[config.mk]
export PLATFORM = sky130hd
export DESIGN_NAME = fire_encoder
export DESIGN_NICKNAME = d
export VERILOG_FILES = /design/src/rtl/fire_pkg.sv /design/src/rtl/fire_lfsr.sv /design/src/rtl/msg_buffer.sv /design/src/rtl/frame_tracker.sv /design/src/rtl/fire_encoder.sv
export SDC_FILE = /design/constraint.sdc
export NUM_CORES = 1
export LEC_CHECK = 0
export BUFFER_PORTS_ARGS = -buffer_cell sky130_fd_sc_hd__buf_2
export CORE_MARGIN = 2
export CORE_UTILIZATION = 50
export DETAILED_ROUTE_END_ITERATION = 16
export HOLD_SLACK_MARGIN = 0.05
export PLACE_DENSITY = 0.77
export SYNTH_ARGS = -nofsm -noshare
export SYNTH_HDL_FRONTEND = slang
export SYNTH_SLANG_ARGS = --single-unit
[constraint.sdc]
create_clock -name clk -period 3.7 [get_ports clk]
set_input_delay 0.555 -clock clk [delete_from_list [all_inputs] [get_ports clk]]
set_output_delay 0.555 -clock clk [all_outputs]
set_load 0.1 [all_outputs]
[src/rtl/fire_pkg.sv]
package fire_pkg;
    localparam int MSG_BITS   = 184;
    localparam int PAR_BITS   = 40;
    localparam int TAIL_BITS  = 4;
    localparam int FRAME_BITS = MSG_BITS + PAR_BITS + TAIL_BITS;

    // g(D) = D^40 + D^26 + D^23 + D^17 + D^3 + 1, leading term implied
    localparam logic [PAR_BITS-1:0] GEN_TAPS = 40'h00_0482_0009;

    typedef enum logic {
        ST_LOAD,
        ST_SEND
    } enc_state_e;

    typedef enum logic [1:0] {
        SEG_MSG,
        SEG_PAR,
        SEG_TAIL
    } out_seg_e;
endpackage

[src/rtl/fire_lfsr.sv]
module fire_lfsr #(
    parameter int              W    = fire_pkg::PAR_BITS,
    parameter logic [W-1:0]    TAPS = fire_pkg::GEN_TAPS
) (
    input  logic clk,
    input  logic rst,
    input  logic clr,
    input  logic step,
    input  logic shift,
    input  logic din,
    output logic msb
);
    logic [W-1:0] rem_q;
    logic [W-1:0] base;
    logic         fb;
    logic [W-1:0] nxt;

    always_comb begin
        base = clr ? '0 : rem_q;
        fb   = din ^ base[W-1];
        nxt  = {base[W-2:0], 1'b0} ^ (fb ? TAPS : '0);
    end

    always_ff @(posedge clk) begin
        if (rst)        rem_q <= '0;
        else if (step)  rem_q <= nxt;
        else if (shift) rem_q <= {rem_q[W-2:0], 1'b0};
    end

    assign msb = rem_q[W-1];
endmodule

[src/rtl/msg_buffer.sv]
module msg_buffer #(
    parameter int W = fire_pkg::MSG_BITS
) (
    input  logic clk,
    input  logic rst,
    input  logic shift,
    input  logic din,
    output logic msb
);
    logic [W-1:0] sr_q;

    always_ff @(posedge clk) begin
        if (rst)        sr_q <= '0;
        else if (shift) sr_q <= {sr_q[W-2:0], din};
    end

    assign msb = sr_q[W-1];
endmodule

[src/rtl/frame_tracker.sv]
module frame_tracker #(
    parameter int MSG_BITS = fire_pkg::MSG_BITS
) (
    input  logic clk,
    input  logic rst,
    input  logic acc,
    input  logic sof,
    input  logic eof,
    output logic start,
    output logic take,
    output logic done,
    output logic err
);
    localparam int CW = $clog2(MSG_BITS + 1);
    localparam logic [CW-1:0] LAST_IDX = CW'(MSG_BITS - 1);
    localparam logic [CW-1:0] FULL_IDX = CW'(MSG_BITS);

    logic          open_q;
    logic [CW-1:0] idx_q;
    logic [CW-1:0] cur_idx;
    logic          overrun;
    logic          restart;
    logic          bad_eof;

    always_comb begin
        cur_idx = sof ? '0 : idx_q;
        overrun = acc && open_q && !sof && (idx_q == FULL_IDX);
        restart = acc && sof && open_q;
        start   = acc && sof;
        take    = acc && (sof || open_q) && !overrun;
        done    = take && eof && (cur_idx == LAST_IDX);
        bad_eof = take && eof && (cur_idx != LAST_IDX);
        err     = bad_eof || overrun || restart;
    end

    always_ff @(posedge clk) begin
        if (rst) begin
            open_q <= 1'b0;
            idx_q  <= '0;
        end else if (acc) begin
            if (sof) begin
                open_q <= !eof;
                idx_q  <= CW'(1);
            end else if (open_q) begin
                if (eof || overrun) open_q <= 1'b0;
                else                idx_q  <= idx_q + CW'(1);
            end
        end
    end
endmodule

[src/rtl/fire_encoder.sv]
module fire_encoder
    import fire_pkg::*;
#(
    parameter int                    P_MSG  = fire_pkg::MSG_BITS,
    parameter int                    P_PAR  = fire_pkg::PAR_BITS,
    parameter int                    P_TAIL = fire_pkg::TAIL_BITS,
    parameter logic [P_PAR-1:0]      P_TAPS = fire_pkg::GEN_TAPS
) (
    input  logic clk,
    input  logic rst,
    input  logic in_valid,
    output logic in_ready,
    input  logic in_data,
    input  logic in_sof,
    input  logic in_eof,
    output logic out_valid,
    input  logic out_ready,
    output logic out_data,
    output logic out_sof,
    output logic out_eof,
    output logic len_err
);
    localparam int FRAME = P_MSG + P_PAR + P_TAIL;
    localparam int FCW   = $clog2(FRAME);
    localparam logic [FCW-1:0] PAR_START = FCW'(P_MSG);
    localparam logic [FCW-1:0] TAIL_START = FCW'(P_MSG + P_PAR);
    localparam logic [FCW-1:0] LAST_POS  = FCW'(FRAME - 1);

    enc_state_e     state_q;
    logic [FCW-1:0] pos_q;
    out_seg_e       seg;
    logic           acc, hs;
    logic           start, take, done, err;
    logic           buf_msb, par_msb;

    assign in_ready  = (state_q == ST_LOAD);
    assign out_valid = (state_q == ST_SEND);
    assign acc       = in_valid && in_ready;
    assign hs        = out_valid && out_ready;

    always_comb begin
        if (pos_q < PAR_START)       seg = SEG_MSG;
        else if (pos_q < TAIL_START) seg = SEG_PAR;
        else                         seg = SEG_TAIL;
    end

    frame_tracker #(.MSG_BITS(P_MSG)) u_track (
        .clk(clk), .rst(rst), .acc(acc), .sof(in_sof), .eof(in_eof),
        .start(start), .take(take), .done(done), .err(err)
    );

    msg_buffer #(.W(P_MSG)) u_buf (
        .clk(clk), .rst(rst),
        .shift(take || (hs && seg == SEG_MSG)),
        .din(take ? in_data : 1'b0),
        .msb(buf_msb)
    );

    fire_lfsr #(.W(P_PAR), .TAPS(P_TAPS)) u_div (
        .clk(clk), .rst(rst),
        .clr(start), .step(take),
        .shift(hs && seg == SEG_PAR),
        .din(in_data),
        .msb(par_msb)
    );

    always_comb begin
        unique case (seg)
            SEG_MSG: out_data = buf_msb;
            SEG_PAR: out_data = ~par_msb;
            default: out_data = 1'b0;
        endcase
    end

    assign out_sof = out_valid && (pos_q == '0);
    assign out_eof = out_valid && (pos_q == LAST_POS);

    always_ff @(posedge clk) begin
        if (rst) begin
            state_q <= ST_LOAD;
            pos_q   <= '0;
            len_err <= 1'b0;
        end else begin
            len_err <= err;
            if (state_q == ST_LOAD) begin
                pos_q <= '0;
                if (done) state_q <= ST_SEND;
            end else if (hs) begin
                if (pos_q == LAST_POS) begin
                    state_q <= ST_LOAD;
                    pos_q   <= '0;
                end else begin
                    pos_q <= pos_q + FCW'(1);
                end
            end
        end
    end
endmodule

==> results.rst <==
.. list-table::
   :header-rows: 1

   * - Metric
     - Value
   * - Dominant cells by area after synthesis
     - sky130_fd_sc_hd__dfxtp_1 51%, sky130_fd_sc_hd__mux2i_1 21%, sky130_fd_sc_hd__nand2_1 7.1%
   * - Estimated wirelength of the detail-placed design
     - 9.09 mm
   * - Cell count after synthesis
     - 935
   * - Summed negative setup slack over all endpoints
     - 0 ns
   * - Number of top-level pins
     - 13
   * - Via count of the first global-routing pass
     - 6,185
   * - FFs w/ async S/R, synth
     - 0
   * - Post-CTS sizing
     - 0
   * - Fraction of met1 tracks used by global routing
     - 0.189
   * - Post-cts hold buffer count
     - 0
   * - Post-Place Cells
     - 1,133
   * - Area of the placeable core
     - 18,700 µm²
   * - Share of post-route cells with drive strength above 1
     - 0.0870
   * - Final total power
     - 5.32 mW
   * - Finished Layout Cells
     - 1,177
   * - Die extent in x
     - 142 µm
   * - Post-Synthesis Cell Area
     - 9560 µm²
   * - Aggregate global routing overflow
     - 0
   * - Total track usage
     - 0.156
   * - Delay of the slowest cell on the worst path
     - 0.70 ns
   * - TritonCTS clock tree
     - done
   * - Critical path data arrival time
     - 2.45 ns
   * - Latest clock arrival within the worst-skew pair
     - 0.51 ns
   * - Maximum number of pins on one net before global-route repair
     - 108
   * - Count of antenna-violating nets left after detailed routing
     - 0
   * - Clk pwr share
     - 0.459
   * - Number of violations reported at the end of detailed-routing iteration 0
     - 362
   * - Placement Rows
     - 50
   * - Clk sink count
     - 243
   * - Worst slack at placement
     - 0.804 ns
   * - RSZ-0062 raised after global routing
     - false
   * - Ant diodes
     - 0
   * - Critical path required time
     - 3.14 ns
   * - Pleak
     - 3.96 nW
   * - Pre-antenna DRT Iters
     - 4
   * - Number of max-cap violations
     - 0
   * - Global placement routability congestion
     - 0.789
   * - Die area
     - 20,200 µm²
   * - Worst min path class
     - input port to flip-flop
   * - Synth Net Count
     - 946
   * - Fin worst setup slack
     - 0.697 ns
   * - Worst Skew
     - 0.00741 ns
   * - GRT met3 Usage
     - 0.0279
   * - Maximum fanout count along the critical path
     - 12
   * - Area added between synthesis and finish
     - 11.0%
   * - Number of H-tree branching levels
     - 1
   * - Power per standard cell area
     - 501 nW/µm²
   * - Layout Nets
     - 937
   * - Critical path class
     - flip-flop to output pin
   * - Number of antenna violations at the first check in global routing
     - 0
   * - Buffer cell driving the clock tree root
     - sky130_fd_sc_hd__clkbuf_16
   * - EDFF count, synth
     - 0
   * - Final critical-path share of the clock period
     - 0.812
   * - Post-synthesis cell type count
     - 52
   * - Register clock-pin slew on the reported worst setup and hold paths
     - 0.06 ns
   * - Slew at the pin closest to its max-slew limit
     - 0.868 ns
   * - Cell-internal power
     - 4.19 mW
   * - Effective utilization at floorplan
     - 0.511
   * - Setup Fix Bufs, Post-CTS
     - 0
   * - Sequential element share of the synthesized area
     - 0.509
   * - TritonCTS buffer count
     - 25
   * - Post-synthesis average cell area
     - 10.2 µm²
   * - DR WL/cell
     - 13.0 µm
   * - Main flop type after synthesis
     - sky130_fd_sc_hd__dfxtp_1
   * - Combinational Power Share
     - 0.047
   * - Post-layout min period
     - 3.00 ns
   * - Type of origin of the critical path
     - flip-flop
   * - Peak clock frequency supported by timing
     - 333 MHz
   * - Final count of hold timing violations
     - 0
   * - Crit end category
     - output pin
   * - Fillers
     - 1,583
   * - Global routing usage on met2
     - 0.278
   * - Cell with the largest stage delay on the worst path
     - sky130_fd_sc_hd__or4b_2
   * - First-pass GRT wire length
     - 27.0 mm
   * - Sequential power share
     - 0.494
   * - Count of synthesis-stage warnings from yosys
     - 0
   * - Number of setup violations in the final report
     - 0
   * - Vias
     - 6,173
   * - Bufs and invs on worst path
     - 1
   * - Port bufs
     - 12
   * - Die Y-Extent
     - 142 µm
   * - Synth top area share
     - 0.509
   * - Worst-path cell chain
     - or4b_2 -> nor4_4 -> buf_2
   * - Vias per Instance
     - 5.24
   * - Switching power summed over all nets
     - 1.13 mW
   * - Slew Limit Fails
     - 0
   * - Bufs on Longest Clock Path
     - 3
   * - Peak ir drop on the vdd network
     - 0.602 mV
   * - Worst-case headroom to the max-slew limit
     - 0.416
   * - GRT Max-Usage Layer
     - met2
   * - Cell family with the largest share of critical-path delay
     - simple AND/OR/NAND/NOR gates
   * - Outcome
     - finished clean
   * - Detailed-route DRC error count
     - 0
   * - Library cell occupying the most area in the post-synthesis netlist
     - sky130_fd_sc_hd__dfxtp_1
   * - Total wire length after detailed routing
     - 15.3 mm
   * - Number of register bits inferred by synthesis
     - 243
   * - Fraction of power spent switching nets
     - 0.212
synth_stat cells (3+ instances only):
cell	count
sky130_fd_sc_hd__dfxtp_1	243
sky130_fd_sc_hd__mux2i_1	203
sky130_fd_sc_hd__nand2_1	181
sky130_fd_sc_hd__nand2b_1	52
sky130_fd_sc_hd__clkbuf_1	34
sky130_fd_sc_hd__a21oi_1	24
sky130_fd_sc_hd__nor2b_1	20
sky130_fd_sc_hd__buf_2	15
sky130_fd_sc_hd__nor2_1	14
sky130_fd_sc_hd__nand3_1	13
sky130_fd_sc_hd__inv_1	12
sky130_fd_sc_hd__buf_6	11
sky130_fd_sc_hd__mux2_1	11
sky130_fd_sc_hd__o211ai_1	9
sky130_fd_sc_hd__xor2_1	7
sky130_fd_sc_hd__nand4_1	6
sky130_fd_sc_hd__o21ai_0	6
sky130_fd_sc_hd__mux2_2	5
sky130_fd_sc_hd__o31ai_1	5
sky130_fd_sc_hd__and3_1	4
sky130_fd_sc_hd__ha_1	4
sky130_fd_sc_hd__nand4b_1	4
sky130_fd_sc_hd__nor3_1	4
sky130_fd_sc_hd__nor4_1	4
sky130_fd_sc_hd__o21a_1	4
sky130_fd_sc_hd__o22a_1	4
sky130_fd_sc_hd__a211oi_1	3
sky130_fd_sc_hd__nand3b_1	3
cells in the final DEF, fill, tap and decap left out, drive strengths merged, types with 2 or more instances in the layout:
cell type | synthesis | routed
nor3 | 5 | 5
buf | 28 | 26
xor2 | 7 | 7
a21oi | 24 | 24
o21ai | 8 | 8
o22a | 4 | 4
o211ai | 9 | 9
o21a | 4 | 4
a211oi | 3 | 3
nand2 | 181 | 181
nand4b | 4 | 4
and3 | 4 | 4
ha | 4 | 4
nor4 | 4 | 4
nor2 | 14 | 14
nand4 | 6 | 6
xnor2 | 2 | 2
nand3 | 13 | 13
nor2b | 20 | 20
clkbuf | 34 | 36
dfxtp | 243 | 243
clkinv | 1 | 5
inv | 12 | 14
and4 | 2 | 2
o41ai | 2 | 2
mux2 | 16 | 16
nor4bb | 2 | 2
nand3b | 3 | 3
o31ai | 5 | 5
mux2i | 203 | 203
nand2b | 52 | 52
sequential cells by signal, summed over array words and instances, names as in the netlist:
name and flops:
u_buf.sr_q 184, u_div.rem_q 40, pos_q 8, u_track.idx_q 8, len_err 1, out_valid 1, u_track.open_q 1
per-layer routing:
metal | wire length [µm] | part of all wire
met4 | 364 | 0.024
met5 | 0 | 0
met3 | 425 | 0.028
met2 | 7180 | 0.47
met1 | 7340 | 0.48
stage by stage:
step                      utilization  hold WS [ns]  area (µm²)
after floorplan                     -         0.435        9570
after global placement          0.523         0.448        9790
after detailed placement        0.523         0.451        9790
after CTS                       0.567         0.302       10600
after global routing            0.567         0.323       10600
final                           0.567         0.323       10600
worst register-to-register path, stage by stage (launching register included):
cell and delay, ns:
sky130_fd_sc_hd__dfxtp_1 0.41, sky130_fd_sc_hd__inv_1 0.08, sky130_fd_sc_hd__ha_1 0.21, sky130_fd_sc_hd__nand4b_1 0.18, sky130_fd_sc_hd__or3_1 0.37, sky130_fd_sc_hd__a22o_4 0.61, sky130_fd_sc_hd__buf_12 0.33, sky130_fd_sc_hd__mux2i_1 0.26
cell families (layout without fill, tap and decap cells):
kind of cell    after synthesis  count (layout)  share of synthesized area
simple gates                315             315                      0.157
buf+inv                      75              83                     0.0401
flops                       243             243                      0.509
compound gates               70              70                     0.0487
fa+ha+maj                     4               4                    0.00524
xor+xnor                      9               9                    0.00825
mux                         219             219                      0.232
power by group through the flow:
| stage | registers (mW) | logic (mW) | clock network [mW] |
|---|---|---|---|
| after floorplan | 2.69 | 0.212 | 0 |
| after global routing | 2.63 | 0.269 | 2.61 |
| final | 2.63 | 0.251 | 2.44 |
| after detailed placement | 2.69 | 0.253 | 0 |
| after CTS | 2.63 | 0.253 | 2.51 |
| after global placement | 2.68 | 0.253 | 0 |
path summary, 6_finish.rpt:
path                         start  cells past startpoint  slack (ns)              end
hold reg to reg    u_div.rem_q[37]                      2        0.46  u_div.rem_q[37]
setup / recovery         out_valid                      3        0.70          out_sof
hold / removal           out_ready                      2        0.32        out_valid
setup reg to reg  u_track.idx_q[0]                      7        1.17  u_buf.sr_q[142]
final cells by class:
cell class              instances  area [µm²]  area share
clock inverters                 8        71.3     0.00672
repair buffers                 26         240      0.0227
multi-input cells             617        4340       0.409
clock buffers                  36         747      0.0704
well taps                     234         293      0.0276
flip-flops and latches        243        4860       0.459
inverters                      13        51.3     0.00484
No activity file was read; power rests on OpenSTA's default activity.
